File: config.mk
export PLATFORM = sky130hd
export DESIGN_NAME = bank_xlate_top
export DESIGN_NICKNAME = d
export VERILOG_FILES = /design/src/rtl/bank_xlate_pkg.sv /design/src/rtl/bank_cfg_regs.sv /design/src/rtl/win_xlate.sv /design/src/rtl/blk_base_decode.sv /design/src/rtl/bank_xlate_top.sv
export SDC_FILE = /design/constraint.sdc
export NUM_CORES = 1
export LEC_CHECK = 0
export BUFFER_PORTS_ARGS = -buffer_cell sky130_fd_sc_hd__buf_2
export CORE_MARGIN = 2
export CORE_UTILIZATION = 42
export CTS_BUF_LIST = sky130_fd_sc_hd__clkbuf_4 sky130_fd_sc_hd__clkbuf_8
export CTS_CLUSTER_SIZE = 40
export DETAILED_ROUTE_END_ITERATION = 16
export SETUP_SLACK_MARGIN = 0.05
export SLEW_MARGIN = 20
export SYNTH_ARGS = -nofsm -noshare
export SYNTH_HDL_FRONTEND = slang
export SYNTH_SLANG_ARGS = --single-unit
File: constraint.sdc
create_clock -name clk -period 6.41 [get_ports clk]
set_input_delay 0.3205 -clock clk [delete_from_list [all_inputs] [get_ports clk]]
set_output_delay 0.3205 -clock clk [all_outputs]
set_load 0.01 [all_outputs]
File: src/rtl/bank_xlate_pkg.sv
package bank_xlate_pkg;
  typedef enum logic [1:0] {
    RGN_EXT = 2'd0,
    RGN_RAM = 2'd1,
    RGN_IO  = 2'd2
  } region_e;

  typedef enum logic [2:0] {
    SEL_START = 3'd0,
    SEL_END   = 3'd1,
    SEL_SHIFT = 3'd2,
    SEL_VBASE = 3'd3,
    SEL_PAGE  = 3'd4,
    SEL_INIT  = 3'd5
  } cfg_sel_e;
endpackage

File: src/rtl/bank_cfg_regs.sv
module bank_cfg_regs
  import bank_xlate_pkg::*;
#(
  parameter int PA_W   = 16,
  parameter int VA_W   = 24,
  parameter int SH_W   = 4,
  parameter int PAGE_W = 8,
  parameter int INIT_W = 8
) (
  input  logic              clk,
  input  logic              rst_n,
  input  logic              we,
  input  logic [2:0]        sel,
  input  logic [VA_W-1:0]   wdata,
  output logic [PA_W-1:0]   win_start,
  output logic [PA_W-1:0]   win_end,
  output logic [SH_W-1:0]   shift,
  output logic [VA_W-1:0]   vbase,
  output logic [PAGE_W-1:0] page,
  output logic [INIT_W-1:0] init
);
  always_ff @(posedge clk) begin
    if (!rst_n) begin
      win_start <= '0;
      win_end   <= '0;
      shift     <= '0;
      vbase     <= '0;
      page      <= '0;
      init      <= '0;
    end else if (we) begin
      case (sel)
        SEL_START: win_start <= wdata[PA_W-1:0];
        SEL_END:   win_end   <= wdata[PA_W-1:0];
        SEL_SHIFT: shift     <= wdata[SH_W-1:0];
        SEL_VBASE: vbase     <= wdata;
        SEL_PAGE:  page      <= wdata[PAGE_W-1:0];
        SEL_INIT:  init      <= wdata[INIT_W-1:0];
        default: ;
      endcase
    end
  end


  page_load_chk: assert property (@(posedge clk) disable iff (!rst_n)
    (we && sel == SEL_PAGE) |=> page == $past(wdata[PAGE_W-1:0]));


  idle_hold_chk: assert property (@(posedge clk) disable iff (!rst_n)
    (!we || sel > SEL_INIT) |=> ($stable(win_start) && $stable(win_end) && $stable(vbase)));
endmodule

File: src/rtl/win_xlate.sv
module win_xlate #(
  parameter int PA_W   = 16,
  parameter int VA_W   = 24,
  parameter int SH_W   = 4,
  parameter int PAGE_W = 8
) (
  input  logic              clk,
  input  logic              rst_n,
  input  logic [PA_W-1:0]   addr,
  input  logic [PA_W-1:0]   win_start,
  input  logic [PA_W-1:0]   win_end,
  input  logic [SH_W-1:0]   shift,
  input  logic [VA_W-1:0]   vbase,
  input  logic [PAGE_W-1:0] page,
  output logic [VA_W-1:0]   virt,
  output logic              hit
);
  logic [PA_W-1:0] offset;
  logic [VA_W-1:0] paged;

  always_comb begin
    hit    = (addr >= win_start) && (addr < win_end);
    offset = addr - win_start;
    paged  = VA_W'(page) << shift;
    virt   = hit ? (VA_W'(offset) + paged + vbase) : VA_W'(addr);
  end


  passthru_chk: assert property (@(posedge clk) disable iff (!rst_n)
    !hit |-> virt == VA_W'(addr));


  empty_win_chk: assert property (@(posedge clk) disable iff (!rst_n)
    (win_start >= win_end) |-> !hit);


  lo_edge_chk: assert property (@(posedge clk) disable iff (!rst_n)
    (win_start < win_end && addr == win_start) |-> (hit && virt == paged + vbase));
endmodule

File: src/rtl/blk_base_decode.sv
module blk_base_decode
  import bank_xlate_pkg::*;
#(
  parameter int PA_W     = 16,
  parameter int INIT_W   = 8,
  parameter int IO_SPAN  = 64,
  parameter int RAM_SPAN = 256
) (
  input  logic              clk,
  input  logic              rst_n,
  input  logic [PA_W-1:0]   addr,
  input  logic [INIT_W-1:0] init,
  output logic [PA_W-1:0]   io_base,
  output logic [PA_W-1:0]   ram_base,
  output region_e           region
);
  localparam int NIB = INIT_W / 2;
  localparam int LOW = PA_W - NIB;
  localparam int CW  = PA_W + 1;

  logic io_hit, ram_hit;

  always_comb begin
    io_base  = {init[NIB-1:0], {LOW{1'b0}}};
    ram_base = {init[INIT_W-1:NIB], {LOW{1'b0}}};
    io_hit   = (addr >= io_base) &&
               (CW'(addr) < CW'(io_base) + CW'(IO_SPAN));
    ram_hit  = (addr >= ram_base) &&
               (CW'(addr) < CW'(ram_base) + CW'(RAM_SPAN));
    if (io_hit)       region = RGN_IO;
    else if (ram_hit) region = RGN_RAM;
    else              region = RGN_EXT;
  end


  io_blk_chk: assert property (@(posedge clk) disable iff (!rst_n)
    region == RGN_IO |-> addr[PA_W-1:LOW] == init[NIB-1:0]);


  ram_blk_chk: assert property (@(posedge clk) disable iff (!rst_n)
    region == RGN_RAM |-> addr[PA_W-1:LOW] == init[INIT_W-1:NIB]);


  io_first_chk: assert property (@(posedge clk) disable iff (!rst_n)
    (io_base == ram_base && addr == io_base) |-> region == RGN_IO);
endmodule

File: src/rtl/bank_xlate_top.sv
module bank_xlate_top
  import bank_xlate_pkg::*;
#(
  parameter int PA_W     = 16,
  parameter int VA_W     = 24,
  parameter int SH_W     = 4,
  parameter int PAGE_W   = 8,
  parameter int INIT_W   = 8,
  parameter int IO_SPAN  = 64,
  parameter int RAM_SPAN = 256
) (
  input  logic            clk,
  input  logic            rst_n,
  input  logic            cfg_we,
  input  logic [2:0]      cfg_sel,
  input  logic [VA_W-1:0] cfg_wdata,
  input  logic            req_valid,
  output logic            req_ready,
  input  logic [PA_W-1:0] req_addr,
  output logic            rsp_valid,
  input  logic            rsp_ready,
  output logic [VA_W-1:0] virt_addr,
  output logic            in_window,
  output logic [1:0]      region,
  output logic [PA_W-1:0] io_base,
  output logic [PA_W-1:0] ram_base
);
  logic [PA_W-1:0]   win_start, win_end;
  logic [SH_W-1:0]   shift;
  logic [VA_W-1:0]   vbase;
  logic [PAGE_W-1:0] page;
  logic [INIT_W-1:0] init;
  region_e           rgn;

  bank_cfg_regs #(.PA_W(PA_W), .VA_W(VA_W), .SH_W(SH_W), .PAGE_W(PAGE_W), .INIT_W(INIT_W)) u_regs (
    .clk(clk), .rst_n(rst_n), .we(cfg_we), .sel(cfg_sel), .wdata(cfg_wdata),
    .win_start(win_start), .win_end(win_end), .shift(shift), .vbase(vbase),
    .page(page), .init(init)
  );

  win_xlate #(.PA_W(PA_W), .VA_W(VA_W), .SH_W(SH_W), .PAGE_W(PAGE_W)) u_xlate (
    .clk(clk), .rst_n(rst_n), .addr(req_addr), .win_start(win_start), .win_end(win_end),
    .shift(shift), .vbase(vbase), .page(page), .virt(virt_addr), .hit(in_window)
  );

  blk_base_decode #(.PA_W(PA_W), .INIT_W(INIT_W), .IO_SPAN(IO_SPAN), .RAM_SPAN(RAM_SPAN)) u_dec (
    .clk(clk), .rst_n(rst_n), .addr(req_addr), .init(init),
    .io_base(io_base), .ram_base(ram_base), .region(rgn)
  );

  assign region    = rgn;
  assign rsp_valid = req_valid;
  assign req_ready = rsp_ready;


  stall_hs_chk: assert property (@(posedge clk) disable iff (!rst_n)
    (req_valid && !rsp_ready) |-> (rsp_valid && !req_ready));


  stall_stable_chk: assert property (@(posedge clk) disable iff (!rst_n)
    ($past(req_valid && !rsp_ready) && $stable(req_addr) && !$past(cfg_we)) |-> $stable(virt_addr));
endmodule

* Yosys cells after proc, flatten, opt, wreduce, memory -nomap -nowiden
Cells that the tools add are included.
** Storage, ports and cells
- Register bits after elaboration :: 76
- Bits of input ports :: 48
- Output and inout bits :: 61
- Logic and storage cells :: 36
** Cells by class
- Add/sub/neg operators :: 5
- Order comparisons :: 6
- Equality and inequality tests :: 5
- Shift-type cells :: 1
- Muxes and demuxes :: 3
- Reduce and logical (&&, ||, !) cells :: 10
** Operator list (number)
- $ge A16 B16 Y1 :: 3
- $lt A16 B17 Y1 :: 2
- $add A16 B24 Y24 :: 1
- $add A24 B24 Y24 :: 1
- $mux W24 :: 1
- $shl A8 B4 Y24 :: 1
- $add A16 B7 Y17 const B :: 1
- $add A16 B9 Y17 const B :: 1
- $lt A16 B16 Y1 :: 1
- $sub A16 B16 Y16 :: 1
- $reduce_and A2 Y1 :: 6
- $eq A3 B2 Y1 const B :: 2
- $eq A3 B3 Y1 const B :: 2
- $eq A3 B1 Y1 const B :: 1
- $logic_and A1 B1 Y1 :: 3
- $logic_not A3 Y1 :: 1
- $mux W2 :: 1
- $mux W1 :: 1

* Longest topological paths before layout
- Depth after elaboration :: 5
- Depth in mapped cells :: 20
- Mapped depth without buffers :: 19

* Modules after synthesis
A second synthesis with hierarchy kept.
** Unflattened totals
- Cells, all modules :: 868
- Area total of the unflattened synthesis :: 7099.3 um^2
** By module, submodules not included
- win_xlate :: times used 1, cells an instance 517, area each 3726.1 um^2, sequential area each 0.0 um^2
- bank_cfg_regs :: times used 1, cells an instance 279, area each 2832.7 um^2, sequential area each 1521.5 um^2
- blk_base_decode :: times used 1, cells an instance 70, area each 525.5 um^2, sequential area each 0.0 um^2
- bank_xlate_top :: times used 1, cells an instance 2, area each 15.0 um^2, sequential area each 0.0 um^2

* Least setup slack after synthesis
Ideal clock, no wire load.
- Path kind :: register to output
- Start point :: register u_regs.win_start[1]
- End point :: output port virt_addr[20]
- Arrival time :: 4.102 ns
- Required time :: 6.089 ns
- Slack :: 1.988 ns
- Stages on the path, launching flop included :: 20
- Buffers on the path :: 1
- Cells stage by stage :: dfxtp_1 > inv_1 > ha_1 > nor2b_4 > o31a_1 > or3_4 > a311oi_2 > a21oi_1 > nor2_1 > xnor2_1 > fa_1 > ha_1 > clkbuf_1 > o21ai_0 > o21bai_1 > a31oi_1 > o221ai_1 > o21ba_2 > xnor2_1 > nor2_1
** On the way
- Cells in the longest elaborated chain, start to end :: 4
- Elaborated cells between the ends (all ways) :: 6
- Those cells by class :: add/sub (3); order compare (1); mux (1); reduce/logical (1)
** Ends and longest elaborated chain
- start, declared :: RTL line bank_cfg_regs.sv:15 : output logic [PA_W-1:0] win_start,
- start signal, assigned :: RTL line bank_cfg_regs.sv:32 : SEL_START: win_start <= wdata[PA_W-1:0];
- $sub A16 B16 Y16 :: RTL line win_xlate.sv:23 : offset = addr - win_start;
- $add A16 B24 Y24 :: RTL line win_xlate.sv:25 : virt = hit ? (VA_W'(offset) + paged + vbase) : VA_W'(addr);
- $add A24 B24 Y24 :: RTL line win_xlate.sv:25
- $mux W24 (*) :: RTL line win_xlate.sv:25
- end, declared :: RTL line bank_xlate_top.sv:22 : output logic [VA_W-1:0] virt_addr,
Mark *: on every way between the ends. The rest lies on a longest branch, timed or not.

* Worst setup path after layout
Ends and elaborated chain as after synthesis.

==> flow_metrics.py <==
metrics = {
    "status": {
        "status": "completed",
    },
    "setup_path": {
        "crit_type": "register to primary output",
        "cp.arrival_ps": 4980,
        "rr_startpoint": "u_regs.shift[0]",
        "crit_fanout": 7,
        "r2r_end": "u_regs.shift[0]",
        "worst-path-buf-inv": 2,
        "end_kind": "primary output",
        "cp_top_family": "compound AO/OA/AOI/OAI gates",
        "r2r_slack_ps": 5390,
        "crit_slowest_cell": "fa_1",
        "cp.required_ps": 6090,
        "rr_worst_depth": 2,
        "critPathMaxStageDelay_ps": 450,
        "startpoint_type": "register",
        "crit_path_cell_trace": "inv_1, ha_1, nor2b_4, o31a_1, or3_4, a311oi_2, o21bai_2, a21oi_2, xnor2_1, fa_1, ha_1, a211oi_1, o21bai_1, a31oi_1, o221ai_1, o21ba_2, xnor2_1, nor2_1, buf_2",
    },
    "timing": {
        "fin_crit_sh_pct": 82.8,
        "rsz0062_at_grt": "false",
        "setup_viol": 0,
        "fin_skew_ps": 0,
        "whs_ps": 216,
        "setup_tns_ps": 0,
        "hold_viol": 0,
        "tightest_slew_ps": 901,
        "slew_viol_final": 0,
        "min_period_ps": 5300,
        "max_freq_mhz": 189,
        "relSlewSlack_pct": 39.7,
    },
    "worst_hold_path": {
        "min_path_cells": 3,
        "holdCritPathClass": "primary input to register",
        "whs_endpoint": "u_regs.vbase[20]",
        "min_from": "cfg_wdata[20]",
    },
    "clock_tree": {
        "post_cts_resized": 0,
        "cts_made_buffers": 9,
        "root_buffer": "clkbuf_8",
        "clk_pin_slew_worst_paths_ps": 90,
        "postCtsHoldBufs": 0,
        "clock_path_buffers": 2,
        "clk_latency_ps": 340,
        "post-cts-setup-buffers": 0,
        "htree_levels": 3,
        "cts.sinks": 76,
        "cts_tree": "yes",
    },
    "yosys": {
        "syn_inst": 879,
        "ys.flop_type": "dfxtp_1",
        "ys_ff_latch": 76,
        "synth_async_sr_flop_share_pct": 0,
        "ys_warn_count": 0,
        "ys_seq_area_share_pct": 22.2,
        "synth-edff-count": 0,
        "synth_cell_types": 65,
        "synth.avg_cell_area_sq_um": 7.80,
        "syn_area_sq_um": 6860,
    },
    "cells_and_area": {
        "diodes": 0,
        "final_util_pct": 47.0,
        "final.fill_count": 1650,
        "drive_gt1_share_pct": 13.9,
        "final_cells": 1149,
        "area_delta_synth_final_pct": 9.16,
        "fin_nets": 1065,
        "final_cell_mix": "nand2_1, buf_2, dfxtp_1, ha_1, a21boi_0",
        "final_common_cell": "nand2_1",
    },
    "floorplan": {
        "initial_core_util_pct": 43.0,
        "fp.dieArea_sq_um": 17400,
        "ios": 109,
        "die_y_um": 132,
        "die_x_um": 132,
        "coreArea_sq_um": 15900,
        "num_rows": 46,
    },
    "global_route": {
        "grt_pass1_vias": 5357,
        "grt_max_degree": 77,
        "antenna_found_initial": 0,
        "grt-ovfl-total": 0,
        "grt_pass1_wl_um": 28700,
        "groute.usage.overall_pct": 20.7,
    },
    "routing": {
        "drt_pass1_iterations": 4,
        "vias_per_cell": 5.09,
        "antenna_left": 0,
        "drtIter0Drc": 336,
        "vias": 5844,
        "routed_wl_um": 17900,
        "drc": 0,
        "wire_per_inst_um": 15.6,
    },
    "placed_design": {
        "place_hpwl_um": 14100,
        "place_inst": 1133,
        "portBuffers": 80,
        "gp_congestion": 0.907,
    },
    "power": {
        "ir_worst_vdd_mv": 0.105,
        "p_leak_nw": 3.03,
        "finalPower_w": 0.00123,
        "power.density_nw_per_um2": 165,
    },
    "flow_run": {
        "cap_violations": 0,
    },
}
metal layers:
layer	part of all wire (%)	GRT usage (%)
met1	53	31.2
met2	43	31.2
met3	3.1	2.50
met4	1.3	5.43
met5	0	0
cell usage after synthesis (3+ instances only):
library cell	n	area, sq um
nand2_1	175	657
dfxtp_1	76	1520
ha_1	71	888
a21boi_0	65	488
nor2_1	57	214
inv_1	56	210
a21oi_1	42	210
clkbuf_1	34	128
buf_4	30	225
o21ai_0	27	135
mux2i_1	20	200
xnor2_1	20	175
fa_1	18	360
mux2_2	17	191
a21o_1	16	120
nor2b_1	16	100
nand3_1	10	50.1
nand4_1	10	62.6
xor2_1	10	87.6
o21a_1	9	67.6
a31oi_1	8	50.1
nand2b_1	8	50.1
nor3_1	8	40.0
and2_1	6	37.5
a211oi_1	5	37.5
o211ai_1	4	30.0
o21bai_1	4	30.0
a211o_1	3	26.3
nor4_1	3	18.8
o22ai_1	3	18.8
stage by stage:
stage	worst slack (ps)	cell area, sq um
5_1_grt	721	7490
3_5_place_dp	1340	7260
4_1_cts	1120	7490
3_3_place_gp	1410	7260
2_1_floorplan	1990	6950
6_report	1110	7490
worst max-delay path by stage:
stage | startpoint | endpoint | slack, ps | cells after the start
after floorplan | u_regs.win_start[1] | virt_addr[20] | 1990 | 19
after CTS | u_regs.win_start[1] | virt_addr[20] | 1120 | 19
after global routing | u_regs.win_start[0] | virt_addr[23] | 720 | 19
after detailed placement | req_addr[0] | virt_addr[14] | 1340 | 19
after global placement | req_addr[0] | virt_addr[19] | 1410 | 21
final | u_regs.win_start[1] | virt_addr[20] | 1110 | 19
flip-flops by register name, summed over array words and instances, names as in the netlist:
register          cells
u_regs.page           8
u_regs.win_start     16
u_regs.shift          4
u_regs.vbase         24
u_regs.init           8
u_regs.win_end       16
power by group:
group | switching (W) | internal [W]
registers | 0.00000976 | 0.000482
clock network | 0.000180 | 0.000230
logic | 0.000196 | 0.000137
cell families (layout without fill, tap and decap cells):
group / after synthesis / count (layout) / share of synthesized area [%]
xor+xnor: 30 / 30 / 3.83
buf+inv: 126 / 157 / 8.68
fa+ha+maj: 89 / 89 / 18.2
flops: 76 / 76 / 22.2
other cells: 1 / 24 / 0.0547
simple gates: 311 / 311 / 20.1
mux: 38 / 38 / 6.04
compound gates: 208 / 208 / 20.9
worst min-delay path, cell delays in order:
cell      delay [ps]
buf_2             90
nand2_1           40
a21boi_0          60
final cells by class:
| type | count | area [sq um] | area share, % |
|---|---|---|---|
| Timing Repair Buffer | 83 | 425 | 5.68 |
| Clock buffer | 10 | 138 | 1.84 |
| Clock inverter | 6 | 86.3 | 1.15 |
| Sequential cell | 76 | 1520 | 20.3 |
| Multi-Input combinational cell | 700 | 4830 | 64.5 |
| Tap cell | 216 | 270 | 3.61 |
| Inverter | 58 | 218 | 2.91 |
(Power assumes the default switching activity.)
